## src/rtl/ft_pkg.sv

```systemverilog
package ft_pkg;
  localparam int unsigned DATA_W   = 32;
  localparam int unsigned CNT_W    = 14;
  localparam int unsigned LDP_W    = 15;
  localparam int unsigned LDP_LSB  = 16;
  localparam int unsigned TOG_BIT  = 31;
  localparam logic [CNT_W-1:0] FI_NOMINAL = 14'd11999;

  localparam logic [7:0] CMD_FI_RD  = 8'h0D;
  localparam logic [7:0] CMD_FI_WR  = 8'h8D;
  localparam logic [7:0] CMD_REM_RD = 8'h0E;
  localparam logic [7:0] CMD_REM_WR = 8'h8E;
endpackage

```

## src/rtl/ft_regs.sv

```systemverilog
module ft_regs
  import ft_pkg::*;
#(
  parameter int unsigned DW     = DATA_W,
  parameter int unsigned CW     = CNT_W,
  parameter int unsigned LW     = LDP_W,
  parameter logic [CW-1:0] FI_RST = FI_NOMINAL
) (
  input  logic          clk_i,
  input  logic          rst_ni,
  input  logic          hc_reset_i,
  input  logic          cmd_vld_i,
  input  logic [7:0]    cmd_i,
  input  logic [DW-1:0] wdata_i,
  input  logic [CW-1:0] rem_i,
  input  logic          rem_tog_i,
  output logic [CW-1:0] fi_o,
  output logic [LW-1:0] fsmps_o,
  output logic          fit_o,
  output logic          rem_wr_o,
  output logic [CW-1:0] rem_wdata_o,
  output logic [DW-1:0] rdata_o
);
  localparam int unsigned LDP_MSB = LDP_LSB + LW - 1;

  logic fi_wr;

  assign fi_wr       = cmd_vld_i && (cmd_i == CMD_FI_WR);
  assign rem_wr_o    = cmd_vld_i && (cmd_i == CMD_REM_WR);
  assign rem_wdata_o = wdata_i[CW-1:0];

  always_ff @(posedge clk_i or negedge rst_ni) begin
    if (!rst_ni) begin
      fi_o    <= FI_RST;
      fsmps_o <= '0;
      fit_o   <= 1'b0;
    end else begin
      if (fi_wr) begin
        fsmps_o <= wdata_i[LDP_MSB:LDP_LSB];
        fit_o   <= wdata_i[TOG_BIT];
      end
      // host-controller reset outranks software on the interval field only
      if (hc_reset_i)  fi_o <= FI_RST;
      else if (fi_wr)  fi_o <= wdata_i[CW-1:0];
    end
  end

  always_comb begin
    rdata_o = '0;
    if (cmd_vld_i) begin
      unique case (cmd_i)
        CMD_FI_RD: begin
          rdata_o[CW-1:0]          = fi_o;
          rdata_o[LDP_MSB:LDP_LSB] = fsmps_o;
          rdata_o[TOG_BIT]         = fit_o;
        end
        CMD_REM_RD: begin
          rdata_o[CW-1:0]  = rem_i;
          rdata_o[TOG_BIT] = rem_tog_i;
        end
        default: rdata_o = '0;
      endcase
    end
  end
endmodule

```

## src/rtl/ft_frame_cnt.sv

```systemverilog
module ft_frame_cnt
  import ft_pkg::*;
#(
  parameter int unsigned CW     = CNT_W,
  parameter logic [CW-1:0] FI_RST = FI_NOMINAL
) (
  input  logic          clk_i,
  input  logic          rst_ni,
  input  logic          bit_en_i,
  input  logic          wr_i,
  input  logic [CW-1:0] wdata_i,
  input  logic [CW-1:0] fi_i,
  input  logic          fit_i,
  output logic [CW-1:0] rem_o,
  output logic          tog_o,
  output logic          reload_o,
  output logic          sof_o
);
  assign reload_o = bit_en_i && !wr_i && (rem_o == '0);

  always_ff @(posedge clk_i or negedge rst_ni) begin
    if (!rst_ni) begin
      rem_o <= FI_RST;
      tog_o <= 1'b0;
      sof_o <= 1'b0;
    end else begin
      sof_o <= reload_o;
      if (wr_i) begin
        rem_o <= wdata_i;
      end else if (reload_o) begin
        rem_o <= fi_i;
        tog_o <= fit_i;
      end else if (bit_en_i) begin
        rem_o <= rem_o - 1'b1;
      end
    end
  end
endmodule

```

## src/rtl/ft_budget_cnt.sv

```systemverilog
module ft_budget_cnt
  import ft_pkg::*;
#(
  parameter int unsigned LW = LDP_W
) (
  input  logic          clk_i,
  input  logic          rst_ni,
  input  logic          bit_en_i,
  input  logic          load_i,
  input  logic [LW-1:0] init_i,
  output logic [LW-1:0] cnt_o,
  output logic          zero_o
);
  assign zero_o = (cnt_o == '0);

  always_ff @(posedge clk_i or negedge rst_ni) begin
    if (!rst_ni)                 cnt_o <= '0;
    else if (load_i)             cnt_o <= init_i;
    else if (bit_en_i && !zero_o) cnt_o <= cnt_o - 1'b1;
  end
endmodule

```

## src/rtl/usb_frame_timer.sv

```systemverilog
module usb_frame_timer
  import ft_pkg::*;
#(
  parameter int unsigned DW     = DATA_W,
  parameter int unsigned CW     = CNT_W,
  parameter int unsigned LW     = LDP_W,
  parameter logic [CW-1:0] FI_RST = FI_NOMINAL
) (
  input  logic          clk_i,
  input  logic          rst_ni,
  input  logic          hc_reset_i,
  input  logic          bit_en_i,
  input  logic          cmd_vld_i,
  input  logic [7:0]    cmd_i,
  input  logic [DW-1:0] wdata_i,
  output logic [DW-1:0] rdata_o,
  output logic          sof_o,
  output logic [LW-1:0] ldp_cnt_o,
  output logic          ldp_zero_o
);
  logic [CW-1:0] fi_q;
  logic [LW-1:0] fsmps_q;
  logic          fit_q;
  logic [CW-1:0] rem_q;
  logic          rem_tog_q;
  logic          rem_wr;
  logic [CW-1:0] rem_wdata;
  logic          reload;

  ft_regs #(.DW(DW), .CW(CW), .LW(LW), .FI_RST(FI_RST)) u_regs (
    .clk_i      (clk_i),
    .rst_ni     (rst_ni),
    .hc_reset_i (hc_reset_i),
    .cmd_vld_i  (cmd_vld_i),
    .cmd_i      (cmd_i),
    .wdata_i    (wdata_i),
    .rem_i      (rem_q),
    .rem_tog_i  (rem_tog_q),
    .fi_o       (fi_q),
    .fsmps_o    (fsmps_q),
    .fit_o      (fit_q),
    .rem_wr_o   (rem_wr),
    .rem_wdata_o(rem_wdata),
    .rdata_o    (rdata_o)
  );

  ft_frame_cnt #(.CW(CW), .FI_RST(FI_RST)) u_frame (
    .clk_i   (clk_i),
    .rst_ni  (rst_ni),
    .bit_en_i(bit_en_i),
    .wr_i    (rem_wr),
    .wdata_i (rem_wdata),
    .fi_i    (fi_q),
    .fit_i   (fit_q),
    .rem_o   (rem_q),
    .tog_o   (rem_tog_q),
    .reload_o(reload),
    .sof_o   (sof_o)
  );

  ft_budget_cnt #(.LW(LW)) u_budget (
    .clk_i   (clk_i),
    .rst_ni  (rst_ni),
    .bit_en_i(bit_en_i),
    .load_i  (reload),
    .init_i  (fsmps_q),
    .cnt_o   (ldp_cnt_o),
    .zero_o  (ldp_zero_o)
  );
endmodule

```

## config.mk

```make
export PLATFORM = sky130hd
export DESIGN_NAME = usb_frame_timer
export DESIGN_NICKNAME = d
export VERILOG_FILES = /design/src/rtl/ft_pkg.sv /design/src/rtl/ft_regs.sv /design/src/rtl/ft_frame_cnt.sv /design/src/rtl/ft_budget_cnt.sv /design/src/rtl/usb_frame_timer.sv
export SDC_FILE = /design/constraint.sdc
export NUM_CORES = 1
export LEC_CHECK = 0
export BUFFER_PORTS_ARGS = -buffer_cell sky130_fd_sc_hd__buf_2
export CAP_MARGIN = 25
export CORE_UTILIZATION = 25
export CTS_BUF_LIST = sky130_fd_sc_hd__clkbuf_8
export DETAILED_ROUTE_END_ITERATION = 8
export SETUP_SLACK_MARGIN = 0.4
export SYNTH_ARGS = -nofsm -noshare
export SYNTH_HDL_FRONTEND = slang
export SYNTH_SLANG_ARGS = --single-unit
export TNS_END_PERCENT = 1
```

## constraint.sdc

```tcl
create_clock -name clk_i -period 3.1 [get_ports clk_i]
set_input_delay 0.93 -clock clk_i [delete_from_list [all_inputs] [get_ports clk_i]]
set_output_delay 0.93 -clock clk_i [all_outputs]
set_load 0.05 [all_outputs]
```

# After elaboration in Yosys (flattened, before gate mapping)
# Cells that the tools add are included.
# word_totals
ff_bits	61
in_bits	45
output_inout_bits	49
elab_cells	38
# op_classes
addsub	2
n_eq_ne	4
n_mux	11
bitwise_logic	1
reduce_logical	13
# ops
operator	n
$mux 14	5
$mux 15	3
$mux 32	1
$pmux 14 s2	1
$eq 8x4->1 const B	2
$eq 8x8->1 const B	2
$logic_not 15->1	1
$sub 15x1->15 const B	1
$logic_not 14->1	1
$sub 14x1->14 const B	1
$logic_and 1x1->1	5
$reduce_bool 2->1	2
$reduce_bool 3->1	1
$logic_not 1->1	2
$pmux 1 s2	1
$reduce_and 2->1	1
$not 1->1	1

# Longest topological paths before layout
# depth
ltp_word	7
depth_mapped	8
mapped_depth_nobuf	7

# By module
# A second synthesis with hierarchy kept.
# hier_totals
hier_cells	442
area_unflattened_um2	3995.1
# modules_own_cells
mod	instances	cells_each	area_per_inst_um2	seq_area_each_um2
ft_regs	1	192	1813.0	764.5
ft_frame_cnt	1	137	1196.1	414.1
ft_budget_cnt	1	113	985.9	375.4

# Worst setup path after synthesis
# OpenSTA, ideal clock, no wires.
# synth_timing
path_kind	input to output
from	input port cmd_i[5]
to	output port rdata_o[30]
arrival_time_ps	2505
t_required_ps	2170
path_slack_ps	-335
stages	3
n_path_buf	0
cell_sequence	nor4b_1 nand2_1 nor3_1
# synth_via
elab_chain_len	3
# synth_rtl
element	line_no	source
from (decl)	usb_frame_timer.sv:14	input logic [7:0] cmd_i,
$eq 8x4->1	ft_regs.sv:51	unique case (cmd_i)
$mux 15	ft_regs.sv:51	
$mux 32	ft_regs.sv:50	if (cmd_vld_i) begin
to (decl)	usb_frame_timer.sv:16	output logic [DW-1:0] rdata_o,
# Every way passes these cells.

# Final worst setup path
# layout_timing
from	input port cmd_i[4]
to	output port rdata_o[31]
# layout_via
elab_chain_len	3
elab_cells_between_ends	4
classes_between	eq/ne: 2; mux: 2
# layout_rtl
element	line_no
$eq 8x4->1	ft_regs.sv:51
$pmux 1 s2 *	ft_regs.sv:51
$mux 32 *	ft_regs.sv:50
# Every way passes the cells marked *; elsewhere a longest branch is shown, timed or not.

==> impl_metrics.yaml <==
logic_synthesis:
  synth.most_common_cell: "nand2_1"
  ys.flop_type: "dfrtp_1"
  synth-edff-count: 0
  async_flop_share: 1.000
  synth-seq-cells: 61
  yosys-top-cells-count: "92 x nand2_1, 39 x dfrtp_1, 35 x nor2_1"
  synth_cell_types: 54
  yosysWarningCount: 0
  seq_area_frac_synth: 0.4376
  netlist.area_leader.share: 0.2748
  synth_area_leaders: "dfrtp_1 27%, dfstp_2 16%, nand2_1 9.7%, a22o_1 3.9%, nor2_1 3.7%"
  syn_inst: 416
  syn_area_per_cell_sq_um: 8.536
  syn_area_sq_um: 3551
  netlist.top_cell.by_area: "dfrtp_1"
detailed_routing:
  drt-wirelength-per-cell_microns: 16.32
  drt_iter0_drc: 211
  ant_nets: 0
  route.detailed.drc: 0
  drt_wl_total_microns: 11330
  vias: 3431
  dr.pass1.iters: 4
  avgViaCountPerCell: 4.944
floorplan:
  die_area_sq_um: 14680
  die_w_microns: 121.2
  die_h_microns: 121.2
  fp-row-count: 43
  num_io_pins: 94
  core_area_sq_um: 13880
  start_util: 0.2558
setup_path:
  crit_end: "rdata_o[31]"
  crit_start: "cmd_i[4]"
  cp_top_family: "simple AND/OR/NAND/NOR gates"
  endpoint_kind: "primary output"
  worst-path-stages: 8
  crit_arrival_ps: 2240
  rr_startpoint: "u_frame.rem_o[0]$_DFFE_PN1P_"
  critPathKind: "primary input to primary output"
  reg2reg_slack_ps: 720
  r2r-end: "u_frame.rem_o[3]$_DFFE_PN1P_"
  crit_path_max_fanout: 8
  worstPathCellList: "buf_8 -> nor4b_4 -> nand2_2 -> buf_6 -> nor2_4 -> buf_12 -> a22o_4 -> buf_8"
  path_buf_inv: 4
  crit_required_ps: 2170
  crit_top_cell: "buf_8"
  startpoint_type: "primary input"
  cpPeakStageDelay_ps: 300
  cpMaxStageDelayCell: "nor4b_4"
  worstRegToRegCells: 7
cells_and_area:
  stdcell_area_sq_um: 5106
  stdcell_count: 694
  n_fill_cell: 1398
  synthToLayoutAreaGrowth_pct: 43.80
  antenna_cells: 0
  drive_above_1_share: 0.3774
  final_net_count: 557
sta:
  fin_crit_sh: 1.023
  fmax_mhz: 315.4
  period_minus_slack_ps: 3170
  fin_skew_ps: 4.424
  setup_violations: 19
  tightest_slew_ps: 663.0
  rsz0062_at_grt: "yes"
  hold_viol: 0
  slew_viol_final: 0
  timing.final.ws_setup_ps: -70.20
  slew_headroom: 0.5580
  fin_tns_setup_ps: -1101
global_route:
  grt_pass1_vias: 3588
  grt-ovfl-total: 0
  antenna_found_initial: 0
  grt_pass1_wl_microns: 18720
  grt_max_degree: 35
  grt_usage: 0.1680
power:
  vdd_drop_max_v: 0.0002598
  powerDensity_nw_per_um2: 670.7
  power_mw: 3.425
  leakage_nw: 2.337
placed_design:
  placed_area_sq_um: 4428
  gp_congestion: 0.8567
  hpwl_microns: 7589
  pre_cts_slack_ps: -164.8
  dp_cells: 673
  port_buffers: 89
clocking:
  htree_levels: 3
  cts_tree: "yes"
  cts.sinks: 61
  cts.reportedPaths.clkPinSlew_ps: 70
  hold_buffers: 0
  cts-root-buf: "clkbuf_8"
  clk_latency_ps: 350
  cts_buffer_depth: 2
  cts_buffers: 9
hold_path:
  worst_hold_path.num_cells: 2
  hold_path_class: "flop to flop"
run_status:
  status: "complete, but fails checks"
  violations: "setup timing"
run:
  drv_cap: 0
kinds of logic after synthesis:
kind of cell    synth area share
simple gates              0.3044
fa+ha+maj                0.01057
other cells             0.001056
xor+xnor                 0.02960
mux                      0.01480
flops                     0.4376
compound gates            0.1543
buf+inv                  0.04757
cell usage in the layout, fill, tap and decap left out, types with 10 or more instances in the layout:
| cell | instances |
|---|---|
| a21oi_1 | 26 |
| clkbuf_8 | 12 |
| a22o_4 | 15 |
| buf_8 | 19 |
| and2_4 | 14 |
| dfstp_2 | 22 |
| buf_4 | 12 |
| nor2_1 | 32 |
| nor4_1 | 10 |
| nand3b_1 | 12 |
| buf_6 | 13 |
| buf_2 | 56 |
| dfrtp_1 | 39 |
| nand2_1 | 91 |
tightest hold or removal path, stage by stage (launching register included):
cell and delay, ps:
dfstp_2 380, nand2_1 50, nand3b_1 60
per-stage QoR:
| stage | hold slack, ps | util |
|---|---|---|
| final | 504.8 | 0.3679 |
| after global routing | 525.0 | 0.3679 |
| after CTS | 505.7 | 0.3670 |
| after detailed placement | 482.7 | 0.3190 |
| after global placement | 476.7 | 0.3190 |
| after floorplan | 460.9 | - |
state kept, by name (all words and copies together) (netlist names):
signal	flops
u_budget.cnt_o	15
u_regs.fi_o	14
u_frame.rem_o	14
u_regs.fsmps_o	15
u_regs.fit_o	1
u_frame.tog_o	1
u_frame.sof_o	1
how the worst min path moves through the flow:
stage	startpoint	end	slack [ps]
finish	u_regs.fi_o[10]$_DFFE_PN1P_	u_regs.fi_o[10]$_DFFE_PN1P_	500
CTS	u_regs.fi_o[3]$_DFFE_PN1P_	u_regs.fi_o[3]$_DFFE_PN1P_	510
global route	u_regs.fi_o[2]$_DFFE_PN1P_	u_regs.fi_o[2]$_DFFE_PN1P_	530
floorplan	u_regs.fit_o$_DFFE_PN0P_	u_regs.fit_o$_DFFE_PN0P_	460
detailed placement	u_frame.tog_o$_DFFE_PN0P_	u_frame.tog_o$_DFFE_PN0P_	480
global placement	u_frame.tog_o$_DFFE_PN0P_	u_frame.tog_o$_DFFE_PN0P_	480
metal layers:
| layer | routed length (microns) | track usage |
|---|---|---|
| met5 | 0 | 0 |
| met1 | 4740 | 0.1939 |
| met4 | 182 | 0.05941 |
| met2 | 5838 | 0.3011 |
| met3 | 563 | 0.03947 |
power breakdown:
group          total, mW  internal [mW]  switching [mW]
combinational       1.30          0.467           0.834
sequential          1.37           1.03           0.340
clock              0.754          0.433           0.321
repair_timing:
item,4_1_cts,5_1_grt
endpoints found under the setup margin,31,31
setup buffers,2,0
cloned,3,0
gates resized for setup,96,2
pin swaps,8,6
endpoints found under the hold margin,0,0
final cells by class:
class | instances | area (sq um) | area share
clock inverters | 4 | 45.04 | 0.008821
clock buffers | 12 | 165.2 | 0.03234
repair buffers | 108 | 989.7 | 0.1938
flip-flops and latches | 61 | 1554 | 0.3043
well taps | 180 | 225.2 | 0.04411
inverters | 9 | 33.78 | 0.006616
multi-input cells | 320 | 2093 | 0.4099
Note: power is estimated with default switching activity, not from simulation.
